$ cat src/rtl/bus_hold_arbiter.sv
module bus_hold_arbiter #(
  parameter int SYNC_STAGES = 2
) (
  input  logic clk,
  input  logic rst_n,
  input  logic hold_req_n,
  input  logic no_release,
  input  logic xact_busy,
  input  logic start_pend,
  output logic start_grant,
  output logic bus_oe,
  output logic hold_ack_n,
  output logic proto_err
);

  localparam int GCNT_MAX = SYNC_STAGES + 1;
  localparam int GCNT_W   = $clog2(GCNT_MAX + 1);

  typedef enum logic [2:0] {
    ST_OWNED, ST_DRAIN, ST_REL_WAIT, ST_GRANTED, ST_REDRIVE
  } hold_state_t;

  hold_state_t state, state_nx;
  logic [SYNC_STAGES-1:0] sync_q;
  logic [GCNT_W-1:0]      gcnt;
  logic                   hold_s;

  assign hold_s = sync_q[SYNC_STAGES-1];

  always_ff @(posedge clk or negedge rst_n)
    if (!rst_n) sync_q <= '1;
    else        sync_q <= {sync_q[SYNC_STAGES-2:0], hold_req_n};

  always_comb begin
    state_nx = state;
    case (state)
      ST_OWNED:    if (!hold_s) state_nx = ST_DRAIN;
      ST_DRAIN:    if (hold_s) state_nx = ST_OWNED;
                   else if (!xact_busy && !no_release) state_nx = ST_REL_WAIT;
      ST_REL_WAIT: state_nx = ST_GRANTED;
      ST_GRANTED:  if (hold_s) state_nx = ST_REDRIVE;
      ST_REDRIVE:  state_nx = ST_OWNED;
      default:     state_nx = ST_OWNED;
    endcase
  end

  always_ff @(posedge clk or negedge rst_n)
    if (!rst_n) begin
      state     <= ST_OWNED;
      gcnt      <= '0;
      proto_err <= 1'b0;
    end else begin
      state     <= state_nx;
      proto_err <= (state == ST_GRANTED) && hold_s && (int'(gcnt) <= SYNC_STAGES);
      if (state == ST_GRANTED)
        gcnt <= (int'(gcnt) == GCNT_MAX) ? gcnt : gcnt + 1'b1;
      else
        gcnt <= '0;
    end

  assign bus_oe      = (state == ST_OWNED) || (state == ST_DRAIN) || (state == ST_REDRIVE);
  assign hold_ack_n  = !((state == ST_GRANTED) || (state == ST_REDRIVE));
  assign start_grant = start_pend && (state == ST_OWNED);

  p_ack_after_float_r4: assert property (@(posedge clk) disable iff (!rst_n)
    $fell(hold_ack_n) |-> (!bus_oe && $past(!bus_oe)));

  p_drive_before_unack_r5: assert property (@(posedge clk) disable iff (!rst_n)
    $rose(hold_ack_n) |-> (bus_oe && $past(bus_oe)));

  p_release_when_idle_r3: assert property (@(posedge clk) disable iff (!rst_n)
    $fell(bus_oe) |-> $past(!xact_busy && !no_release));

  p_defer_hold_r6: assert property (@(posedge clk) disable iff (!rst_n)
    $past(no_release && bus_oe) |-> bus_oe);

  p_start_owned_r7: assert property (@(posedge clk) disable iff (!rst_n)
    start_grant |-> (hold_ack_n && bus_oe));

  p_float_after_req_r2: assert property (@(posedge clk) disable iff (!rst_n)
    $fell(bus_oe) |-> !$past(hold_req_n, 2));

endmodule

$ cat config.mk
export PLATFORM = sky130hd
export DESIGN_NAME = bus_hold_arbiter
export DESIGN_NICKNAME = d
export VERILOG_FILES = /design/src/rtl/bus_hold_arbiter.sv
export SDC_FILE = /design/constraint.sdc
export NUM_CORES = 1
export LEC_CHECK = 0
export BUFFER_PORTS_ARGS = -buffer_cell sky130_fd_sc_hd__buf_2
export CAP_MARGIN = 20
export CELL_PAD_IN_SITES_DETAIL_PLACEMENT = 1
export CELL_PAD_IN_SITES_GLOBAL_PLACEMENT = 1
export CORE_AREA = 5 5 42 44
export CTS_CLUSTER_DIAMETER = 40
export DETAILED_ROUTE_END_ITERATION = 7
export DIE_AREA = 0 0 47 49
export PLACE_DENSITY_LB_ADDON = 0.1
export SYNTH_ARGS = -nofsm -noshare
export SYNTH_HDL_FRONTEND = slang
export SYNTH_SLANG_ARGS = --single-unit
$ cat constraint.sdc
create_clock -name clk -period 2.9 [get_ports clk]
set_input_delay 0.145 -clock clk [delete_from_list [all_inputs] [get_ports clk]]
set_output_delay 0.145 -clock clk [all_outputs]
set_load 0.02 [all_outputs]
; ---- After elaboration in Yosys (flattened, before gate mapping)
; Cells that the tools add are included.
[classes]
add_sub_neg = 1
order_cmp = 1
eq_ne = 9
muxes = 7
reduce_logical = 12
[op_table]
columns = op, count
row1 = 3-bit 2-to-1 mux, 4
row2 = 3-bit case mux with 4 select lines, 1
row3 = 3-bit by 2-bit == test with 1-bit output (second input constant), 2
row4 = 2-bit != test (second input constant), 3
row5 = 1-bit logical AND, 4
row6 = 2-bit 2-to-1 mux, 2
row7 = 3-bit by 1-bit == test with 1-bit output (second input constant), 1
row8 = 3-bit == test (second input constant), 1
row9 = 1-bit zero test, 3
row10 = 3-bit zero test, 1
row11 = 1-bit logical OR, 3
row12 = 3-bit != test (second input constant), 1
row13 = 3-bit AND reduction, 1
row14 = 2-bit by 1-bit adder with 2-bit output (second input constant), 1
row15 = 2-bit by 1-bit == test with 1-bit output (second input constant), 1
row16 = 2-bit less-or-equal comparator (second input constant), 1
[totals]
reg_bits = 8
input_bits = 6
word_cells = 34

; ---- Longest topological paths before layout
; Gate-level depths: netlist of the first run.
[logic_depth]
depth_word = 5
mapped_depth = 3
mapped_depth_nobuf = 3

; ---- Least setup slack after synthesis of the first run
; No wires, ideal clock.
[synth_timing]
kind = register to output
from = register state[0]
to = output start_grant
arrival_ns = 1.264
path_slack_ns = 1.491
path_stages_with_launch = 3
path_buffers = 1
path_cell_list = dfrtp_1 > buf_6 > nor4b_1
[synth_via]
elab_chain_len = 2
[synth_lines]
columns = element, line_no
row1 = start: declaration, 23  ; hold_state_t state, state_nx;
row2 = start signal: assignment, 53  ; state <= state_nx;
row3 = 3-bit zero test, 63  ; assign start_grant = start_pend && (state == ST_OWNED);
row4 = 1-bit logical AND, 63
row5 = end: declaration, 10  ; output logic start_grant,
; No other way between the ends.

; ---- Worst setup path in the final report of the first run
[layout_timing]
from = register state[0]
to = output hold_ack_n
[layout_via]
elab_chain_len = 3
[layout_lines]
columns = element, line_no
row1 = 3-bit by 2-bit == test with 1-bit output or 3-bit == test (tied branches), 62  ; assign hold_ack_n = !((state == ST_GRANTED) || (state == ST_REDRIVE));
row2 = 1-bit logical OR *, 62
row3 = 1-bit zero test *, 62
row4 = end: declaration, 12  ; output logic hold_ack_n,
; Mark *: on every way between the ends. The rest lies on a longest branch, timed or not.

==> results of run 1 <==
==> per-stage QoR <==
stage	instances	hold WS, ps	cell area (um2)
2_1_floorplan	28	-151	374
3_3_place_gp	52	-5.69	428
3_5_place_dp	52	-1.90	428
4_1_cts	58	223	474
5_1_grt	58	247	474
6_report	58	230	474
==> synth_stat cells <==
| cell type | n | area [um2] |
|---|---|---|
| mux2i_1 | 1 | 10.0 |
| xor2_1 | 1 | 8.76 |
| nor3b_1 | 1 | 7.51 |
| nor4b_2 | 1 | 15.0 |
| a21boi_0 | 1 | 7.51 |
| ha_1 | 2 | 25.0 |
| and2b_1 | 1 | 7.51 |
| a21oi_1 | 2 | 10.0 |
| and4b_1 | 1 | 10.0 |
| nand3b_1 | 1 | 7.51 |
| o21a_1 | 1 | 7.51 |
| nor2b_2 | 1 | 8.76 |
| nor4b_1 | 1 | 8.76 |
| nor2_1 | 3 | 11.3 |
| a2111oi_2 | 1 | 15.0 |
| buf_6 | 1 | 11.3 |
| dfrtp_1 | 6 | 150 |
| dfstp_2 | 2 | 52.6 |
==> power breakdown <==
group          internal (uW)  leakage (uW)  switching (uW)
registers                135      0.000101            38.4
logic                   54.9      0.000113            57.2
clock network           52.7     0.0000150            38.5
total                    243      0.000229             134
==> per-layer routing <==
layer  vias to the layer above  share of wire (%)  track usage (%)  routed length, um
met5                         -                  0                0                  0
met4                         0                1.7             6.91                 12
met3                         2                8.5             2.21                 61
met2                         8                 48             9.05                346
met1                       129                 41             8.11                296
li1                        128                  -                -                  -
==> final cells by class <==
type                    instances  area, um2  area share, %
clock buffers                   4       26.3           5.54
multi-input cells              19        160           33.8
flip-flops and latches          8        203           42.7
well taps                      16       20.0           4.22
repair buffers                 11       65.1           13.7
==> worst min-delay path, delay by kind of cell <==
kind	cells	cell delay (ps)
AOI/OAI and AO/OA	1	150
and+or+nand+nor	1	50
buffers and inverters	1	90
==> state kept, by name, indices dropped and copies added (netlist names) <==
register and cells:
gcnt 2, proto_err 1, state 3, sync_q 2
==> worst min path at each step <==
stage	from	endpoint	slack, ps	cells past startpoint
after floorplan	rst_n	gcnt[0]	-150	0
after global placement	rst_n	gcnt[1]	-6	1
after detailed placement	rst_n	gcnt[0]	-2	1
after CTS	no_release	state[1]	220	3
after global routing	no_release	state[1]	250	3
final	no_release	state[1]	230	3
==> cell families after synthesis <==
logic type | Yosys count | share of synthesized area [%]
AO/OA/AOI/OAI | 5 | 10.7
buffers and inverters | 1 | 3.01
multiplexers | 1 | 2.68
AND/OR/NAND/NOR | 10 | 20.4
flip-flops | 8 | 54.2
adder cells (fa/ha/maj) | 2 | 6.69
XOR/XNOR | 1 | 2.34
==> impl_metrics.json, run 1 <==
{
  "grt_antenna_before_repair": 0,
  "setup_ws_ps": 1500,
  "tightest_slew_ps": 261,
  "rsz0062_at_grt": "false",
  "hold_buffers": 2,
  "path_cells": "nand3b_1 > a21boi_0 > buf_2",
  "fin_util_pct": 33.8,
  "diodes": 0,
  "grt.overflow.total": 0,
  "die_area_um2": 2300,
  "timing.rr.start": "state[0]",
  "synth_cell_types": 18,
  "grt_pass1_vias": 241,
  "place_congestion": 0.681,
  "critPathCaptureType": "output pin",
  "timing.slew.headroom_pct": 82.5,
  "routed_wl_um": 717,
  "grt_usage_pct": 6.88,
  "startpoint": "state[0]",
  "layout.nets": 51,
  "synthCells": 28,
  "fin_skew_ps": 9.52,
  "num_io_pins": 10,
  "crit_cells": 3,
  "slowest_stage": "dfrtp_1",
  "die_w_um": 47,
  "worst_ep_required_time_ps": 2760,
  "period_needed_ps": 1400,
  "hold_class": "input port to register",
  "start_util_pct": 26.7,
  "grt_max_degree": 10,
  "detail-route-antenna-nets": 0,
  "drive_above_1_share_pct": 40.5,
  "worstSetupPathType": "register to output pin",
  "cts_tree": "done",
  "core_area_um2": 1400,
  "vias_per_cell": 4.60,
  "dieHeight_um": 49,
  "clk_pin_slew_ps": 60,
  "endpoint": "hold_ack_n",
  "dp_hpwl_um": 546,
  "arrival_ps": 1250,
  "path_delay_family": "flip-flops",
  "r2r_cells": 2,
  "syn_area_per_cell_um2": 13.4,
  "synth-seq-area-share_pct": 54.2,
  "via_count": 267,
  "placementRows": 14,
  "drt_first_pass_iters": 1,
  "fin_tns_setup_ps": 0,
  "drc": 0,
  "htree_levels": 1,
  "clock_sinks": 8,
  "worstPathMaxFanout": 9,
  "post_cts_buffers": 0,
  "drv_slew": 0,
  "fill_cells": 166,
  "cts_max_path_buffers": 2,
  "cts_buffers": 3,
  "grt_pass1_wl_um": 1060,
  "critPathMaxStageDelay_ps": 470,
  "synth-seq-cells": 8,
  "root_buffer": "clkbuf_4",
  "hold_violations": 0,
  "power_density_nw_per_um2": 795,
  "dp_slack_ps": 1740,
  "critical_path_buf_inv_count": 1,
  "synth_fp_nets": 36,
  "areaGrowthSynthToFinish_pct": 26.8,
  "min_period_over_period_pct": 48.2,
  "layout_commonest_cell": "buf_2",
  "status": "finished clean",
  "fmax_ghz": 0.715,
  "start_kind": "register",
  "final_cell_mix": "9 x buf_2, 6 x dfrtp_1, 3 x nor2_1, 3 x clkbuf_4",
  "p_total_uw": 377,
  "reg2reg_slack_ps": 1840,
  "vdd_drop_max_mv": 0.199,
  "io_buffers": 9,
  "cts_resized": 0,
  "maxCapViolations": 0,
  "clk_latency_ps": 260,
  "yosysWarnings": 0,
  "first_iter_violations": 0,
  "netlist_area_um2": 374,
  "wl_per_cell_um": 12.4,
  "power.leakage_uw": 0.000229,
  "setup_viol": 0,
  "reg2reg_to": "state[0]"
}
No activity file was read; power rests on OpenSTA's default activity.
==> inputs of run 2 (changes only) <==
==> constraint.sdc (replaced) <==
create_clock -name clk -period 1.4 [get_ports clk]
set_input_delay 0.07 -clock clk [delete_from_list [all_inputs] [get_ports clk]]
set_output_delay 0.07 -clock clk [all_outputs]
set_load 0.02 [all_outputs]
==> impl_metrics.json, run 2 (same netlist as run 1, synthesis figures left out) <==
{
  "timing.rr.start": "state[0]",
  "reg_top3": "state: 3 flops, gcnt: 2 flops, sync_q: 2 flops",
  "place_congestion": 0.681,
  "grt_pass1_vias": 241,
  "die_w_um": 47,
  "hold_class": "input port to register",
  "register_area_um2": 206,
  "reg2reg_to": "state[0]",
  "rsz0062_at_grt": "false",
  "path_cells": "nand3b_1 > a21boi_0 > buf_2",
  "multi_input_area_um2": 160,
  "critPathCaptureType": "output pin",
  "fin_skew_ps": 9.52,
  "setup_viol": 0,
  "start_kind": "register",
  "io_buffers": 9,
  "startpoint": "state[0]",
  "critPathMaxStageDelay_ps": 460,
  "maxCapViolations": 0,
  "grt_pass1_wl_um": 1060,
  "slowest_stage": "dfrtp_2",
  "reg2reg_slack_ps": 370,
  "layout_commonest_cell": "buf_2",
  "via_count": 267,
  "setup_ws_ps": 107,
  "final_cell_mix": "9 x buf_2, 3 x nor2_1, 3 x clkbuf_4, 3 x dfrtp_1, 3 x dfrtp_2",
  "routed_wl_um": 717,
  "grt_usage_pct": 6.88,
  "clk_pin_slew_ps": 60,
  "post_cts_buffers": 0,
  "fill_cells": 163,
  "first_iter_violations": 0,
  "min-delay-start": "no_release",
  "cts_max_path_buffers": 2,
  "tightest_slew_ps": 261,
  "fmax_ghz": 0.774,
  "power_density_nw_per_um2": 1650,
  "worstSetupPathType": "register to output pin",
  "layout.nets": 51,
  "min_period_over_period_pct": 92.3,
  "vdd_drop_max_mv": 0.417,
  "largest_reg_flops": 3,
  "grt_max_degree": 10,
  "regMostFlops": "state",
  "endpoint": "hold_ack_n",
  "worst_ep_required_time_ps": 1330,
  "htree_levels": 1,
  "hold_violations": 0,
  "areaGrowthSynthToFinish_pct": 27.8,
  "dp_hpwl_um": 546,
  "clk_latency_ps": 260,
  "detail-route-antenna-nets": 0,
  "vias_per_cell": 4.60,
  "power.leakage_uw": 0.000225,
  "placementRows": 14,
  "cts_buffers": 3,
  "root_buffer": "clkbuf_4",
  "dieHeight_um": 49,
  "drt_first_pass_iters": 1,
  "core_area_um2": 1400,
  "start_util_pct": 26.7,
  "period_needed_ps": 1290,
  "drive_above_1_share_pct": 47.6,
  "num_io_pins": 10,
  "dp_slack_ps": 319,
  "status": "finished clean",
  "r2r_cells": 2,
  "grt_antenna_before_repair": 0,
  "cts_tree": "done",
  "fin_tns_setup_ps": 0,
  "clock_sinks": 8,
  "diodes": 0,
  "grt.overflow.total": 0,
  "timing.slew.headroom_pct": 82.5,
  "arrival_ps": 1220,
  "hold_ws_ps": 151,
  "wl_per_cell_um": 12.4,
  "worstPathMaxFanout": 9,
  "drv_slew": 0,
  "die_area_um2": 2300,
  "drc": 0
}
==> run 2: cell count changes in the layout (fill, tap and decap cells not counted) <==
cell / delta
dfrtp_2: +3
dfrtp_1: -3
==> run 2: through the flow <==
step                util, %  instance area (um2)  cells  power (uW)
floorplan                 -                  374     28         541
global placement       30.5                  428     52         586
detailed placement     30.5                  428     52         600
CTS                    33.8                  474     58         802
global route           34.1                  478     58         841
finish                 34.1                  478     58         788
==> run 2: worst max-delay path, delay by kind of cell (launching register included) <==
kind / cells / cell delay, ps
AND/OR/NAND/NOR: 1 / 150
AO/OA/AOI/OAI: 1 / 170
buffers and inverters: 1 / 180
flip-flops: 1 / 460
==> run 2: what timing repair did <==
| action | 4_1_cts | 5_1_grt |
|---|---|---|
| hold buffers | 2 | 0 |
| endpoints found under the setup margin | 0 | 1 |
| hold endpoints to repair | 9 | 0 |
| gates resized for setup | 0 | 3 |
==> run 2: worst min-delay path by stage <==
stage,depth (start not counted),endpoint
after floorplan,0,gcnt[0]
after global placement,1,gcnt[1]
after detailed placement,1,gcnt[0]
after CTS,3,state[1]
after global routing,3,state[1]
final,3,state[1]
==> run 2: final cells by class <==
type,count,area share [%]
Multi-Input combinational cell,19,33.5
Timing Repair Buffer,11,13.6
Clock buffer,4,5.50
Tap cell,16,4.19
Sequential cell,8,43.2
==> run 2: where the power goes <==
group	switching, uW	internal (uW)	total (uW)
logic	118	114	232
clock network	79.6	109	189
registers	79.6	287	367
==> run 2: layer usage <==
| metal | GRT usage [%] | share of wire, % |
|---|---|---|
| met1 | 8.11 | 41 |
| met2 | 9.05 | 48 |
| met3 | 2.21 | 8.5 |
| met4 | 6.91 | 1.7 |
| met5 | 0 | 0 |
==> inputs of run 3 (changes only) <==
--- a/config.mk
+++ b/config.mk
@@ -5,7 +5,7 @@
 export SDC_FILE = /design/constraint.sdc
 export NUM_CORES = 1
 export LEC_CHECK = 0
-export BUFFER_PORTS_ARGS = -buffer_cell sky130_fd_sc_hd__buf_2
+export BUFFER_PORTS_ARGS = -buffer_cell sky130_fd_sc_hd__buf_4
 export CAP_MARGIN = 20
 export CELL_PAD_IN_SITES_DETAIL_PLACEMENT = 1
 export CELL_PAD_IN_SITES_GLOBAL_PLACEMENT = 1
@@ -14,6 +14,7 @@
 export DETAILED_ROUTE_END_ITERATION = 7
 export DIE_AREA = 0 0 47 49
 export PLACE_DENSITY_LB_ADDON = 0.1
+export SLEW_MARGIN = 10
 export SYNTH_ARGS = -nofsm -noshare
 export SYNTH_HDL_FRONTEND = slang
 export SYNTH_SLANG_ARGS = --single-unit
==> impl_metrics.json, run 3 (same netlist as run 1, synthesis figures left out) <==
{
  "vias_per_cell": 4.64,
  "worstSetupPathType": "register to output pin",
  "path_delay_family": "flip-flops",
  "clk_pin_slew_ps": 60,
  "power.leakage_uw": 0.000232,
  "grt_antenna_before_repair": 0,
  "diodes": 0,
  "critPathCaptureType": "output pin",
  "clk_latency_ps": 260,
  "seq_power_share_pct": 45.2,
  "routed_wl_um": 716,
  "maxCapViolations": 0,
  "cts_buffers": 3,
  "slowest_stage": "dfrtp_2",
  "htree_levels": 1,
  "dieHeight_um": 49,
  "grt.overflow.total": 0,
  "place_congestion": 0.664,
  "io_buffers": 9,
  "grt_usage_pct": 7.29,
  "drt-met1-wl_um": 295,
  "cts_tree": "done",
  "dp_hpwl_um": 563,
  "first_iter_violations": 2,
  "largest_reg_flops": 3,
  "wl_per_cell_um": 12.3,
  "worstPathMaxFanout": 9,
  "reg_top3": "state: 3 flops, gcnt: 2 flops, sync_q: 2 flops",
  "min_period_over_period_pct": 92.6,
  "path_cells": "nor4b_1 > buf_4",
  "post_cts_buffers": 0,
  "grt_pass1_wl_um": 1240,
  "fin_tns_setup_ps": 0,
  "final_cells": 58,
  "period_needed_ps": 1300,
  "clockPowerShare_pct": 23.3,
  "areaGrowthSynthToFinish_pct": 33.8,
  "status": "finished clean",
  "fin_skew_ps": 9.35,
  "hold_class": "input port to register",
  "tightest_slew_ps": 248,
  "final_cell_area_um2": 500,
  "post_dp_cell_area_um2": 450,
  "drc": 0,
  "worst_ep_required_time_ps": 1330,
  "drv_slew": 0,
  "met2WireLength_um": 343,
  "p_int_uw": 537,
  "placed_cells": 52,
  "core_area_um2": 1400,
  "layout_commonest_cell": "buf_4",
  "rsz0062_at_grt": "false",
  "detail-route-antenna-nets": 0,
  "regMostFlops": "state",
  "crit_cells": 2,
  "drive_above_1_share_pct": 47.6,
  "fmax_ghz": 0.771,
  "r2r_cells": 2,
  "die_w_um": 47,
  "via_count": 269,
  "switching_share_pct": 34.9,
  "die_area_um2": 2300,
  "vdd_drop_max_mv": 0.637,
  "start_kind": "register",
  "whs_path_depth": 3,
  "hold_ws_ps": 144,
  "timing.slew.headroom_pct": 83.2,
  "arrival_ps": 1230,
  "clock_sinks": 8,
  "critPathMaxStageDelay_ps": 460,
  "routed.top_layer": "met4",
  "fill_cells": 162,
  "cts_max_path_buffers": 2,
  "p_switching_uw": 288,
  "reg2reg_slack_ps": 370,
  "num_io_pins": 10,
  "setup_viol": 0,
  "drt_first_pass_iters": 2,
  "power_frac_comb_pct": 31.5,
  "layout.nets": 51,
  "grt_max_degree": 10,
  "root_buffer": "clkbuf_4",
  "critical_path_buf_inv_count": 1,
  "routed-wl-met3_um": 61,
  "placementRows": 14,
  "fin_util_pct": 35.7,
  "start_util_pct": 26.7,
  "grt_pass1_vias": 288,
  "hold_violations": 0,
  "final_cell_mix": "9 x buf_4, 3 x nor2_1, 3 x clkbuf_4, 3 x dfrtp_1, 3 x dfrtp_2",
  "power_density_nw_per_um2": 1650
}
==> run 3: stage by stage <==
stage | setup WS [ps] | total power [uW]
2_1_floorplan | 66.1 | 541
3_3_place_gp | 354 | 613
3_5_place_dp | 322 | 632
4_1_cts | 38.8 | 831
5_1_grt | 9.48 | 881
6_report | 103 | 825
==> run 3: power groups by stage <==
stage | Clock [uW] | Combinational, uW | Sequential, uW
after floorplan | 0 | 206 | 335
after global placement | 0 | 256 | 358
after detailed placement | 0 | 260 | 372
after CTS | 199 | 264 | 368
after global routing | 214 | 282 | 385
final | 192 | 260 | 373
==> run 3: path summary, 6_finish.rpt <==
kind | from | end
worst max-delay path | state[0] | start_grant
worst min-delay path | no_release | state[1]
worst max register to register | state[0] | state[0]
worst min register to register | sync_q[0] | sync_q[1]
max in group asynchronous | rst_n | sync_q[1]
min in group asynchronous | rst_n | gcnt[1]
==> run 3: tightest hold or removal path, stage by stage <==
cell and delay (ps):
buf_4 90, nor3b_1 40, o21a_1 160
==> run 3: per-layer routing <==
metal,track usage [%],up-vias
met1,8.95,128
li1,-,129
met2,10.9,10
met4,4.15,0
met3,2.21,2
met5,0,-
==> run 3: cell type report <==
class / instances / area (um2) / area share, %
sequential: 8 / 206 / 41.3
multi-input combinational: 19 / 160 / 32.0
timing repair buffer: 11 / 87.6 / 17.5
clock buffer: 4 / 26.3 / 5.25
tap: 16 / 20.0 / 4.00
==> run 3: what timing repair did <==
item / 4_1_cts / 5_1_grt
endpoints found under the setup margin: 0 / 2
gates resized for setup: 0 / 4
hold buffers: 2 / 0
hold endpoints to repair: 9 / 0
